[src/rtl/region_pkg.sv]
package region_pkg;
  typedef enum logic {
    FIT_FIRST = 1'b0,
    FIT_BEST  = 1'b1
  } fit_e;
endpackage

[src/rtl/region_table.sv]
module region_table #(
  parameter int N  = 8,
  parameter int AW = 16,
  parameter int IW = $clog2(N)
) (
  input  logic          clk_i,
  input  logic          rst_ni,
  input  logic [IW-1:0] rd_idx_i,
  output logic          rd_vld_o,
  output logic [AW-1:0] rd_base_o,
  output logic [AW-1:0] rd_size_o,
  input  logic          ins_en_i,
  input  logic [AW-1:0] ins_base_i,
  input  logic [AW-1:0] ins_size_i,
  output logic          ins_ok_o,
  input  logic          upd_en_i,
  input  logic [IW-1:0] upd_idx_i,
  input  logic [AW-1:0] upd_n_i
);
  logic          vld_q  [N];
  logic [AW-1:0] base_q [N];
  logic [AW-1:0] size_q [N];
  logic [N-1:0]  vld_vec;
  logic [IW-1:0] slot;
  logic          found;

  // lowest unused slot
  always_comb begin
    slot  = '0;
    found = 1'b0;
    for (int i = N - 1; i >= 0; i--) begin
      if (!vld_q[i]) begin
        found = 1'b1;
        slot  = IW'(i);
      end
    end
  end

  always_comb begin
    for (int i = 0; i < N; i++) vld_vec[i] = vld_q[i];
  end

  assign ins_ok_o  = found;
  assign rd_vld_o  = vld_q[rd_idx_i];
  assign rd_base_o = base_q[rd_idx_i];
  assign rd_size_o = size_q[rd_idx_i];

  for (genvar g = 0; g < N; g++) begin : g_ent
    always_ff @(posedge clk_i or negedge rst_ni) begin
      if (!rst_ni) begin
        vld_q[g]  <= 1'b0;
        base_q[g] <= '0;
        size_q[g] <= '0;
      end else if (ins_en_i && found && slot == IW'(g)) begin
        vld_q[g]  <= 1'b1;
        base_q[g] <= ins_base_i;
        size_q[g] <= ins_size_i;
      end else if (upd_en_i && upd_idx_i == IW'(g)) begin
        base_q[g] <= base_q[g] + upd_n_i;
        size_q[g] <= size_q[g] - upd_n_i;
        vld_q[g]  <= (size_q[g] != upd_n_i);
      end
    end
  end

  AST_GRANT_FITS: assert property (@(posedge clk_i) disable iff (!rst_ni)
    upd_en_i |-> (vld_q[upd_idx_i] && upd_n_i != '0 && size_q[upd_idx_i] >= upd_n_i));
  AST_INSERT_GROWS: assert property (@(posedge clk_i) disable iff (!rst_ni)
    (ins_en_i && ins_ok_o && !upd_en_i) |=> ($countones(vld_vec) == $past($countones(vld_vec)) + 1));
  AST_EMPTY_RETIRES: assert property (@(posedge clk_i) disable iff (!rst_ni)
    (upd_en_i && size_q[upd_idx_i] == upd_n_i) |=> !vld_vec[$past(upd_idx_i)]);
endmodule

[src/rtl/region_scan.sv]
module region_scan
  import region_pkg::*;
#(
  parameter int N  = 8,
  parameter int AW = 16,
  parameter int IW = $clog2(N)
) (
  input  logic          clk_i,
  input  logic          rst_ni,
  input  logic          start_i,
  input  logic [AW-1:0] size_i,
  input  fit_e          fit_i,
  output logic [IW-1:0] idx_o,
  input  logic          rd_vld_i,
  input  logic [AW-1:0] rd_base_i,
  input  logic [AW-1:0] rd_size_i,
  output logic          upd_en_o,
  output logic [IW-1:0] upd_idx_o,
  output logic [AW-1:0] upd_n_o,
  output logic          busy_o,
  output logic          done_o,
  output logic          ok_o,
  output logic          ovf_o,
  output logic [AW-1:0] base_o
);
  localparam logic [IW-1:0] LAST = IW'(N - 1);

  logic          busy_q, done_q, ok_q, ovf_q, hit_q;
  logic [IW-1:0] idx_q, bidx_q;
  logic [AW-1:0] n_q, bsize_q, bbase_q, base_q;
  fit_e          fit_q;

  logic          fits, better, finish, grant;
  logic [IW-1:0] gidx;
  logic [AW-1:0] gbase;

  assign fits   = busy_q && rd_vld_i && n_q != '0 && rd_size_i >= n_q;
  assign better = fits && (!hit_q || rd_size_i < bsize_q);
  assign finish = busy_q && ((fit_q == FIT_FIRST && fits) || idx_q == LAST);

  always_comb begin
    if (fit_q == FIT_FIRST) begin
      grant = fits;
      gidx  = idx_q;
      gbase = rd_base_i;
    end else if (better) begin
      grant = 1'b1;
      gidx  = idx_q;
      gbase = rd_base_i;
    end else begin
      grant = hit_q;
      gidx  = bidx_q;
      gbase = bbase_q;
    end
  end

  always_ff @(posedge clk_i or negedge rst_ni) begin
    if (!rst_ni) begin
      busy_q  <= 1'b0;
      done_q  <= 1'b0;
      ok_q    <= 1'b0;
      ovf_q   <= 1'b0;
      base_q  <= '0;
      hit_q   <= 1'b0;
      idx_q   <= '0;
      bidx_q  <= '0;
      bsize_q <= '0;
      bbase_q <= '0;
      n_q     <= '0;
      fit_q   <= FIT_FIRST;
    end else begin
      done_q <= 1'b0;
      if (start_i) begin
        busy_q <= 1'b1;
        idx_q  <= '0;
        hit_q  <= 1'b0;
        n_q    <= size_i;
        fit_q  <= fit_i;
      end else if (finish) begin
        busy_q <= 1'b0;
        done_q <= 1'b1;
        ok_q   <= grant;
        ovf_q  <= !grant;
        base_q <= grant ? gbase : '0;
      end else if (busy_q) begin
        idx_q <= idx_q + 1'b1;
        if (better) begin
          hit_q   <= 1'b1;
          bidx_q  <= idx_q;
          bsize_q <= rd_size_i;
          bbase_q <= rd_base_i;
        end
      end
    end
  end

  assign idx_o     = idx_q;
  assign upd_en_o  = finish && grant;
  assign upd_idx_o = gidx;
  assign upd_n_o   = n_q;
  assign busy_o    = busy_q;
  assign done_o    = done_q;
  assign ok_o      = ok_q;
  assign ovf_o     = ovf_q;
  assign base_o    = base_q;

  AST_START_IDLE: assert property (@(posedge clk_i) disable iff (!rst_ni)
    start_i |-> !busy_q);
  AST_DONE_ENDS_SCAN: assert property (@(posedge clk_i) disable iff (!rst_ni)
    done_q |-> (!busy_q && $past(busy_q)));
  AST_ONE_VERDICT: assert property (@(posedge clk_i) disable iff (!rst_ni)
    done_q |-> (ok_q != ovf_q));
  AST_OVF_BASE_ZERO: assert property (@(posedge clk_i) disable iff (!rst_ni)
    (done_q && ovf_q) |-> base_q == '0);
endmodule

[src/rtl/region_alloc.sv]
module region_alloc
  import region_pkg::*;
#(
  parameter int N  = 8,
  parameter int AW = 16
) (
  input  logic          clk_i,
  input  logic          rst_ni,
  input  logic          alloc_req_i,
  input  logic [AW-1:0] alloc_size_i,
  input  logic          alloc_best_i,
  input  logic          free_req_i,
  input  logic [AW-1:0] free_base_i,
  input  logic [AW-1:0] free_size_i,
  output logic          busy_o,
  output logic          alloc_done_o,
  output logic          alloc_ok_o,
  output logic          alloc_ovf_o,
  output logic [AW-1:0] alloc_base_o,
  output logic          free_done_o,
  output logic          free_err_o
);
  localparam int IW = $clog2(N);

  logic          busy, start, free_en, ins_en, ins_ok;
  logic          rd_vld, upd_en;
  logic [IW-1:0] rd_idx, upd_idx;
  logic [AW-1:0] rd_base, rd_size, upd_n;
  logic          free_done_q, free_err_q;
  fit_e          fit;

  assign start   = alloc_req_i && !busy;
  assign free_en = free_req_i && !busy;
  assign ins_en  = free_en && free_size_i != '0;
  assign fit     = alloc_best_i ? FIT_BEST : FIT_FIRST;

  region_table #(.N(N), .AW(AW), .IW(IW)) i_table (
    .clk_i      (clk_i),
    .rst_ni     (rst_ni),
    .rd_idx_i   (rd_idx),
    .rd_vld_o   (rd_vld),
    .rd_base_o  (rd_base),
    .rd_size_o  (rd_size),
    .ins_en_i   (ins_en),
    .ins_base_i (free_base_i),
    .ins_size_i (free_size_i),
    .ins_ok_o   (ins_ok),
    .upd_en_i   (upd_en),
    .upd_idx_i  (upd_idx),
    .upd_n_i    (upd_n)
  );

  region_scan #(.N(N), .AW(AW), .IW(IW)) i_scan (
    .clk_i     (clk_i),
    .rst_ni    (rst_ni),
    .start_i   (start),
    .size_i    (alloc_size_i),
    .fit_i     (fit),
    .idx_o     (rd_idx),
    .rd_vld_i  (rd_vld),
    .rd_base_i (rd_base),
    .rd_size_i (rd_size),
    .upd_en_o  (upd_en),
    .upd_idx_o (upd_idx),
    .upd_n_o   (upd_n),
    .busy_o    (busy),
    .done_o    (alloc_done_o),
    .ok_o      (alloc_ok_o),
    .ovf_o     (alloc_ovf_o),
    .base_o    (alloc_base_o)
  );

  always_ff @(posedge clk_i or negedge rst_ni) begin
    if (!rst_ni) begin
      free_done_q <= 1'b0;
      free_err_q  <= 1'b0;
    end else begin
      free_done_q <= free_en;
      if (free_en) free_err_q <= !ins_ok || free_size_i == '0;
    end
  end

  assign busy_o      = busy;
  assign free_done_o = free_done_q;
  assign free_err_o  = free_err_q;

  AST_NO_FREE_IN_SCAN: assert property (@(posedge clk_i) disable iff (!rst_ni)
    (busy_o && free_req_i) |=> !free_done_o);
  AST_ZERO_FREE_ERR: assert property (@(posedge clk_i) disable iff (!rst_ni)
    (free_en && free_size_i == '0) |=> (free_done_o && free_err_o));
endmodule

[config.mk]
export PLATFORM = sky130hd
export DESIGN_NAME = region_alloc
export DESIGN_NICKNAME = d
export VERILOG_FILES = /design/src/rtl/region_pkg.sv /design/src/rtl/region_table.sv /design/src/rtl/region_scan.sv /design/src/rtl/region_alloc.sv
export SDC_FILE = /design/constraint.sdc
export NUM_CORES = 1
export LEC_CHECK = 0
export BUFFER_PORTS_ARGS = -buffer_cell sky130_fd_sc_hd__buf_2
export CORE_AREA = 4 4 299 330
export CTS_CLUSTER_DIAMETER = 200
export DETAILED_ROUTE_END_ITERATION = 8
export DIE_AREA = 0 0 303 334
export PLACE_DENSITY = 0.56
export SYNTH_ARGS = -nofsm -noshare
export SYNTH_HDL_FRONTEND = slang
export SYNTH_HIERARCHICAL = 1
export SYNTH_SLANG_ARGS = --single-unit
[constraint.sdc]
create_clock -name clk_i -period 7.3 [get_ports clk_i]
set_input_delay 0.73 -clock clk_i [delete_from_list [all_inputs] [get_ports clk_i]]
set_output_delay 0.73 -clock clk_i [all_outputs]
set_load 0.02 [all_outputs]
==> results.yml, run 1 <==
status:
  status: "completed"
global_route:
  grt-busiest-layer: "met2"
  grt_pass1_vias: 24030
  use_met2: 0.310
  grt_pass1_wl_um: 160000
  grt_util_all_layers: 0.208
  antenna_found_initial: 2
  grt_max_degree: 140
  grtUsageMet1: 0.309
  grt-ovfl-total: 0
  met3_usage: 0.0316
worst_hold_path:
  hold_class: "input pin to async pin"
route:
  drtIter0Drc: 2893
  vias_per_cell: 5.63
  drc: 0
  vias: 25917
  route.antenna.remaining_nets: 0
  first_pass_iters: 6
  wl_per_cell_um: 23.5
  wl_um: 108000
placed_design:
  place_inst: 4524
  dpl_cell_area_um2: 30100
  dp_hpwl_um: 77300
  gp_congestion: 0.954
  port_buffers: 74
sta:
  tightest_slew_ns: 1.11
  rsz0062_at_grt: "no"
  setup_viol: 0
  maxSlewViolCount: 0
  hold_viol: 0
  fin_crit_ns: 6.10
  relSlewSlack: 0.258
  fmax_mhz: 164
  fin_skew_ns: 0.0313
  setup_tns_ns: 0
  min_period_over_period: 0.836
run:
  cap_viol_max_count: 0
layout:
  seqCellArea_um2: 8570
  drive_above_1_share: 0.110
  syn_to_final_growth_pct: 11.1
  multi_input_area_um2: 18700
  fillers: 9973
  final_cell_count_no_fill: 4602
  fin_util: 0.330
  final_area_um2: 31500
  final_nets: 3642
yosys:
  yosys_warnings: 6
  async_flop_share: 1.00
  synthesis.area_um2: 28400
  synth_cells: 3307
  yosysSeqAreaShare: 0.302
  synth_edf_count: 0
  yosysMostFrequentCell: "nand2_1"
  ys_seq_elements: 342
  synth_top_area_cell: "dfrtp_1"
  synth_top_area_frac: 0.302
  synth-main-ff-cell: "dfrtp_1"
  synth.avg_cell_area_um2: 8.58
  synth.area.top_cells: "dfrtp_1, ha_1, a21oi_1"
  yosys.cell_types.count: 84
  yosys-top-cells-count: "nand2_1, a21oi_1, dfrtp_1"
  syn-num-nets: 3649
setup_path:
  cpPeakStageDelay_ns: 0.86
  crit_required_ns: 7.84
  crit_fanout: 35
  crit_slowest_cell: "dfrtp_4"
  critPathKind: "register to register"
  cp-start-kind: "register"
  cp-end-kind: "register"
  crit_chain: "mux4_2 > o21ai_0 > inv_1 > ha_1 > nand2b_1 > a2111o_1 > a31oi_1 > a21o_1 > o21ai_2 > buf_4 > mux2_2 > nor2b_1 > and2_1 > nand2_1 > or3_1 > nand2_1"
  cp_data_arrival_time_ns: 6.64
  crit_path_frequent_cell: "nand2_1"
power:
  clkPwrFrac: 0.123
  p_seq_frac: 0.210
  ir_drop_v: 0.000230
  powerDensity_nw_per_um2: 594
  internal-power_mw: 9.49
  p_sw_mw: 9.25
  p_sw_frac: 0.494
  pwr-share-comb: 0.667
  p_leak_nw: 13.3
floorplanning:
  fp.dieW_um: 303
  boundaryPins: 75
  start_util: 0.297
  core_um2: 95400
  dieHeight_um: 334
  fp-row-count: 119
  die_area_um2: 101000
clock_network:
  cts_buffers: 44
  path_clk_slew_ns: 0.06
  cts.sinks: 342
  postCtsSetupBuffers: 0
  clk_latency_ns: 0.61
  root_buffer: "clkbuf_16"
  hold_buffers: 0
  cts_tree: "built"
  clockBufferDepth: 3
  cts.repair.resized: 0
  h-tree-depth: 2
area by class of cell:
class                      count  share of cell area
timing repair buffer         119              0.0232
sequential                   342               0.272
clock inverter                17             0.00694
antenna                        1           0.0000793
multi-input combinational   2674               0.594
tap                         1270              0.0504
clock buffer                  60              0.0397
inverter                     119              0.0142
per-layer routing:
layer | up-vias | part of all wire
met1 | 12620 | 0.46
met5 | - | 0
li1 | 12004 | -
met3 | 181 | 0.090
met2 | 1112 | 0.42
met4 | 0 | 0.033
flip-flops by register name, summed over array words and instances (netlist names), 3 cells and up:
name and flops:
i_table/base_q 128, i_table/size_q 128, i_scan/base_o 16, i_scan/bbase_q 16, i_scan/bsize_q 16, i_scan/upd_n_o 16
i_table/vld_q 8, i_scan/bidx_q 3, i_scan/idx_o 3
power groups by stage:
| stage | sequential [mW] | combinational [mW] | clock, mW |
|---|---|---|---|
| floorplan | 3.38 | 9.51 | 0 |
| finish | 3.94 | 12.5 | 2.31 |
| global placement | 3.91 | 12.2 | 0 |
| detailed placement | 3.91 | 12.2 | 0 |
| global route | 4.00 | 13.8 | 2.41 |
| CTS | 3.89 | 12.3 | 2.34 |
worst paths after layout:
kind / start / end / slack (ns) / cells past startpoint
setup / recovery: i_scan/idx_o[0]$_DFFE_PN0P_ / i_table/base_q[106]$_DFFE_PN0P_ / 1.20 / 16
hold / removal: rst_ni / i_table/base_q[30]$_DFFE_PN0P_ / 0.13 / 1
setup reg to reg: i_scan/idx_o[0]$_DFFE_PN0P_ / i_table/base_q[106]$_DFFE_PN0P_ / 1.20 / 16
hold reg to reg: i_scan/base_o[1]$_DFFE_PN0P_ / i_scan/base_o[1]$_DFFE_PN0P_ / 0.48 / 1
max in group asynchronous: rst_ni / i_scan/idx_o[1]$_DFFE_PN0P_ / 5.62 / 2
min in group clk_i: alloc_size_i[0] / i_scan/upd_n_o[0]$_DFFE_PN0P_ / 0.37 / 2
layout by cell type (no fill, tap or decap), types with 68 or more instances in the layout:
master | Yosys | layout
o21ai_0 | 261 | 261
xor2_1 | 68 | 68
a21o_1 | 75 | 75
nand2_1 | 385 | 383
nor2_1 | 283 | 281
ha_1 | 273 | 273
xnor2_1 | 114 | 114
buf_2 | 28 | 73
inv_1 | 118 | 118
a21oi_1 | 344 | 344
dfrtp_1 | 342 | 337
a31oi_1 | 85 | 85
critical path, delay by kind of cell, from the launching register on:
family | cells | cell delay, ns
AO/OA/AOI/OAI | 5 | 1.37
adder cells (fa/ha/maj) | 1 | 0.30
buffers and inverters | 2 | 0.34
flip-flops | 1 | 0.86
multiplexers | 2 | 0.97
AND/OR/NAND/NOR | 6 | 2.19
metrics by stage:
step                      power (mW)  worst slack, ns  hold slack (ns)
after global routing            20.2            0.857            0.196
after detailed placement        16.2             1.29            0.470
after floorplan                 12.9             1.97            0.434
after CTS                       18.6             1.26            0.153
final                           18.7             1.20            0.134
after global placement          16.1             1.37            0.466
cell families after synthesis:
| kind of cell | count (synthesis) | synth area share |
|---|---|---|
| multiplexers | 148 | 0.0838 |
| AND/OR/NAND/NOR | 1067 | 0.175 |
| flip-flops | 342 | 0.302 |
| AO/OA/AOI/OAI | 988 | 0.211 |
| buffers and inverters | 291 | 0.0411 |
| XOR/XNOR | 182 | 0.0562 |
| adder cells (fa/ha/maj) | 289 | 0.132 |
No activity file was read; power rests on OpenSTA's default activity.
==> inputs of run 2 (changes only) <==
- ABC_AREA: not set -> 1
- CORE_AREA: 4 4 299 330 -> 4 4 323 357
- DIE_AREA: 0 0 303 334 -> 0 0 327 361
- PLACE_DENSITY: 0.56 -> 0.58
- clock period: 7.3 -> 4.9 ns (I/O delays scaled with it)
==> results.yml, run 2 <==
global_route:
  grt_pass1_vias: 33572
  grt_max_degree: 102
  grt_util_all_layers: 0.232
  antenna_found_initial: 2
  grt_pass1_wl_um: 210000
  grt-ovfl-total: 0
sta:
  fmax_mhz: 224
  fin_crit_ns: 4.47
  setup_viol: 0
  relSlewSlack: 0.335
  setup_tns_ns: 0
  min_period_over_period: 0.911
  maxSlewViolCount: 0
  tightest_slew_ns: 0.997
  rsz0062_at_grt: "no"
  fin_skew_ns: 0.0305
  whs_ns: 0.0863
  hold_viol: 0
power:
  clkPwrFrac: 0.143
  powerDensity_nw_per_um2: 719
  internal-power_mw: 11.9
  ir_drop_v: 0.000304
  p_seq_frac: 0.180
  p_leak_nw: 20.0
  pwr-share-comb: 0.677
  p_sw_frac: 0.553
  power_mw: 26.7
  p_sw_mw: 14.8
yosys:
  synth_top_area_frac: 0.257
  ys_seq_elements: 342
  yosysSeqAreaShare: 0.257
  synth_edf_count: 0
  yosys_warnings: 6
  yosys-top-cells-count: "nand2_1, nand3_1, inv_1"
  synth_top_area_cell: "dfrtp_1"
  synth_cells: 5338
  synthesis.area_um2: 33300
  async_flop_share: 1.00
  synth-main-ff-cell: "dfrtp_1"
  synth.area.top_cells: "dfrtp_1, nand2_1, nand3_1"
  yosys.cell_types.count: 44
  syn-num-nets: 5680
  synth.avg_cell_area_um2: 6.24
  yosysMostFrequentCell: "nand2_1"
setup_path:
  cp-end-kind: "register"
  regToRegStartpoint: "i_scan/idx_o[0]$_DFFE_PN0P_"
  path_buf_inv: 6
  cp_data_arrival_time_ns: 4.96
  cp-start-kind: "register"
  path_delay_family: "simple AND/OR/NAND/NOR gates"
  reg2reg_slack_ns: 0.43
  critPathKind: "register to register"
  crit_required_ns: 5.39
  cpPeakStageDelay_ns: 0.57
  crit_slowest_cell: "dfrtp_4"
  crit_path_frequent_cell: "nand2_1"
  startpoint: "i_scan/idx_o[0]$_DFFE_PN0P_"
  crit_fanout: 22
route:
  vias_per_cell: 5.25
  wl_per_cell_um: 20.6
  wl_um: 142000
  first_pass_iters: 8
  drc: 0
  vias: 36048
  route.antenna.remaining_nets: 0
  drtIter0Drc: 3357
status:
  status: "completed"
clock_network:
  path_clk_slew_ns: 0.06
  h-tree-depth: 2
  root_buffer: "clkbuf_16"
  clockBufferDepth: 3
  cts_buffers: 45
  cts_tree: "built"
  cts.sinks: 342
  clk_latency_ns: 0.63
layout:
  fillers: 12361
  final_nets: 5669
  reg_top3: "i_table/base_q: 128 flops, i_table/size_q: 128 flops"
  final_area_um2: 37100
  syn_to_final_growth_pct: 11.3
  drive_above_1_share: 0.0548
  final_common_cell: "nand2_1"
  fin_util: 0.332
  mostFrequentLayoutCells: "nand2_1, nand3_1, inv_1"
placed_design:
  port_buffers: 74
  dpl_cell_area_um2: 35400
  gp_congestion: 0.952
  dp_hpwl_um: 104000
worst_hold_path:
  min_from: "alloc_size_i[6]"
  hold_class: "input pin to register"
floorplanning:
  boundaryPins: 75
  die_area_um2: 118000
  core_um2: 112000
  start_util: 0.298
  fp-row-count: 129
  fp.dieW_um: 327
  dieHeight_um: 361
run:
  cap_viol_max_count: 0
-- run 2: cell count changes after synthesis, sizes merged, moves of 68 or more --
cell | previous run | this run
nor2 | 283 | 484
nand3 | 70 | 969
xnor2 | 114 | 25
a21o | 75 | 7
inv | 119 | 613
a21oi | 346 | 195
nand2 | 385 | 1584
-- run 2: final cells by class --
cell class,instances,area [um2],share of cell area
diodes,2,5.00,0.000135
flip-flops and latches,342,8570,0.231
repair buffers,167,1140,0.0308
clock inverters,21,380,0.0102
multi-input cells,4155,21500,0.581
clock buffers,60,1270,0.0343
inverters,616,2320,0.0624
well taps,1506,1880,0.0508
-- run 2: worst register-to-register path, cell delays in order (launching register included) --
cell,delay (ns)
dfrtp_4,0.57
inv_4,0.23
buf_4,0.20
o21ai_0,0.08
o22ai_1,0.28
nor2_1,0.11
a31oi_2,0.26
ha_1,0.28
nand2_1,0.09
nor2_1,0.05
nor3_1,0.19
nand2_1,0.11
nand2_1,0.07
nand2_1,0.08
nand2_2,0.10
nand2_4,0.10
nand2_1,0.08
o21ai_1,0.08
o21ai_1,0.23
inv_1,0.09
nor2_1,0.09
inv_1,0.06
nor2_1,0.25
inv_1,0.10
nand2_1,0.11
inv_2,0.25
nand2_1,0.14
nand3_1,0.09
-- run 2: worst paths after layout --
kind / cells past startpoint / to
setup / recovery: 27 / i_table/size_q[26]$_DFFE_PN0P_
max in group asynchronous: 3 / i_scan/upd_n_o[15]$_DFFE_PN0P_
hold reg to reg: 2 / i_scan/base_o[4]$_DFFE_PN0P_
hold / removal: 3 / i_scan/upd_n_o[6]$_DFFE_PN0P_
min in group asynchronous: 2 / i_table/base_q[12]$_DFFE_PN0P_
setup reg to reg: 27 / i_table/size_q[26]$_DFFE_PN0P_
-- run 2: repair_timing --
action / CTS / global route
gates resized for setup: 0 / 18
hold buffers: 1 / 0
setup buffers: 0 / 0
setup endpoints to repair: 0 / 198
hold endpoints to repair: 78 / 0
-- run 2: cells by family (layout without fill, tap and decap cells) --
kind of cell,Yosys count,in the layout,share of synthesized area
xor gates and xnor gates,125,125,0.0328
adders and majority gates,289,289,0.112
and+or+nand+nor,3195,3195,0.412
buffers and inverters,841,864,0.100
DFF,342,342,0.257
other,0,2,0
AOI/OAI and AO/OA,546,546,0.0865
-- run 2: layer usage --
| metal | share of wire | global-route usage |
|---|---|---|
| met5 | 0.000092 | 0 |
| met3 | 0.079 | 0.0447 |
| met2 | 0.45 | 0.376 |
| met4 | 0.056 | 0.112 |
| met1 | 0.41 | 0.296 |
-- run 2: power by group through the flow --
stage / clock network (mW) / registers [mW] / logic [mW]
6_report: 3.81 / 4.81 / 18.1
5_1_grt: 3.99 / 4.87 / 20.2
4_1_cts: 3.86 / 4.77 / 17.7
3_5_place_dp: 0 / 4.82 / 17.6
3_3_place_gp: 0 / 4.82 / 17.5
2_1_floorplan: 0 / 4.57 / 12.5
-- run 2: per-stage QoR --
step / setup WS (ns) / instances
2_1_floorplan: 0.641 / 5338
3_3_place_gp: 0.210 / 6785
3_5_place_dp: 0.114 / 6785
4_1_cts: 0.0882 / 6867
5_1_grt: 0.00135 / 6867
6_report: 0.434 / 6869
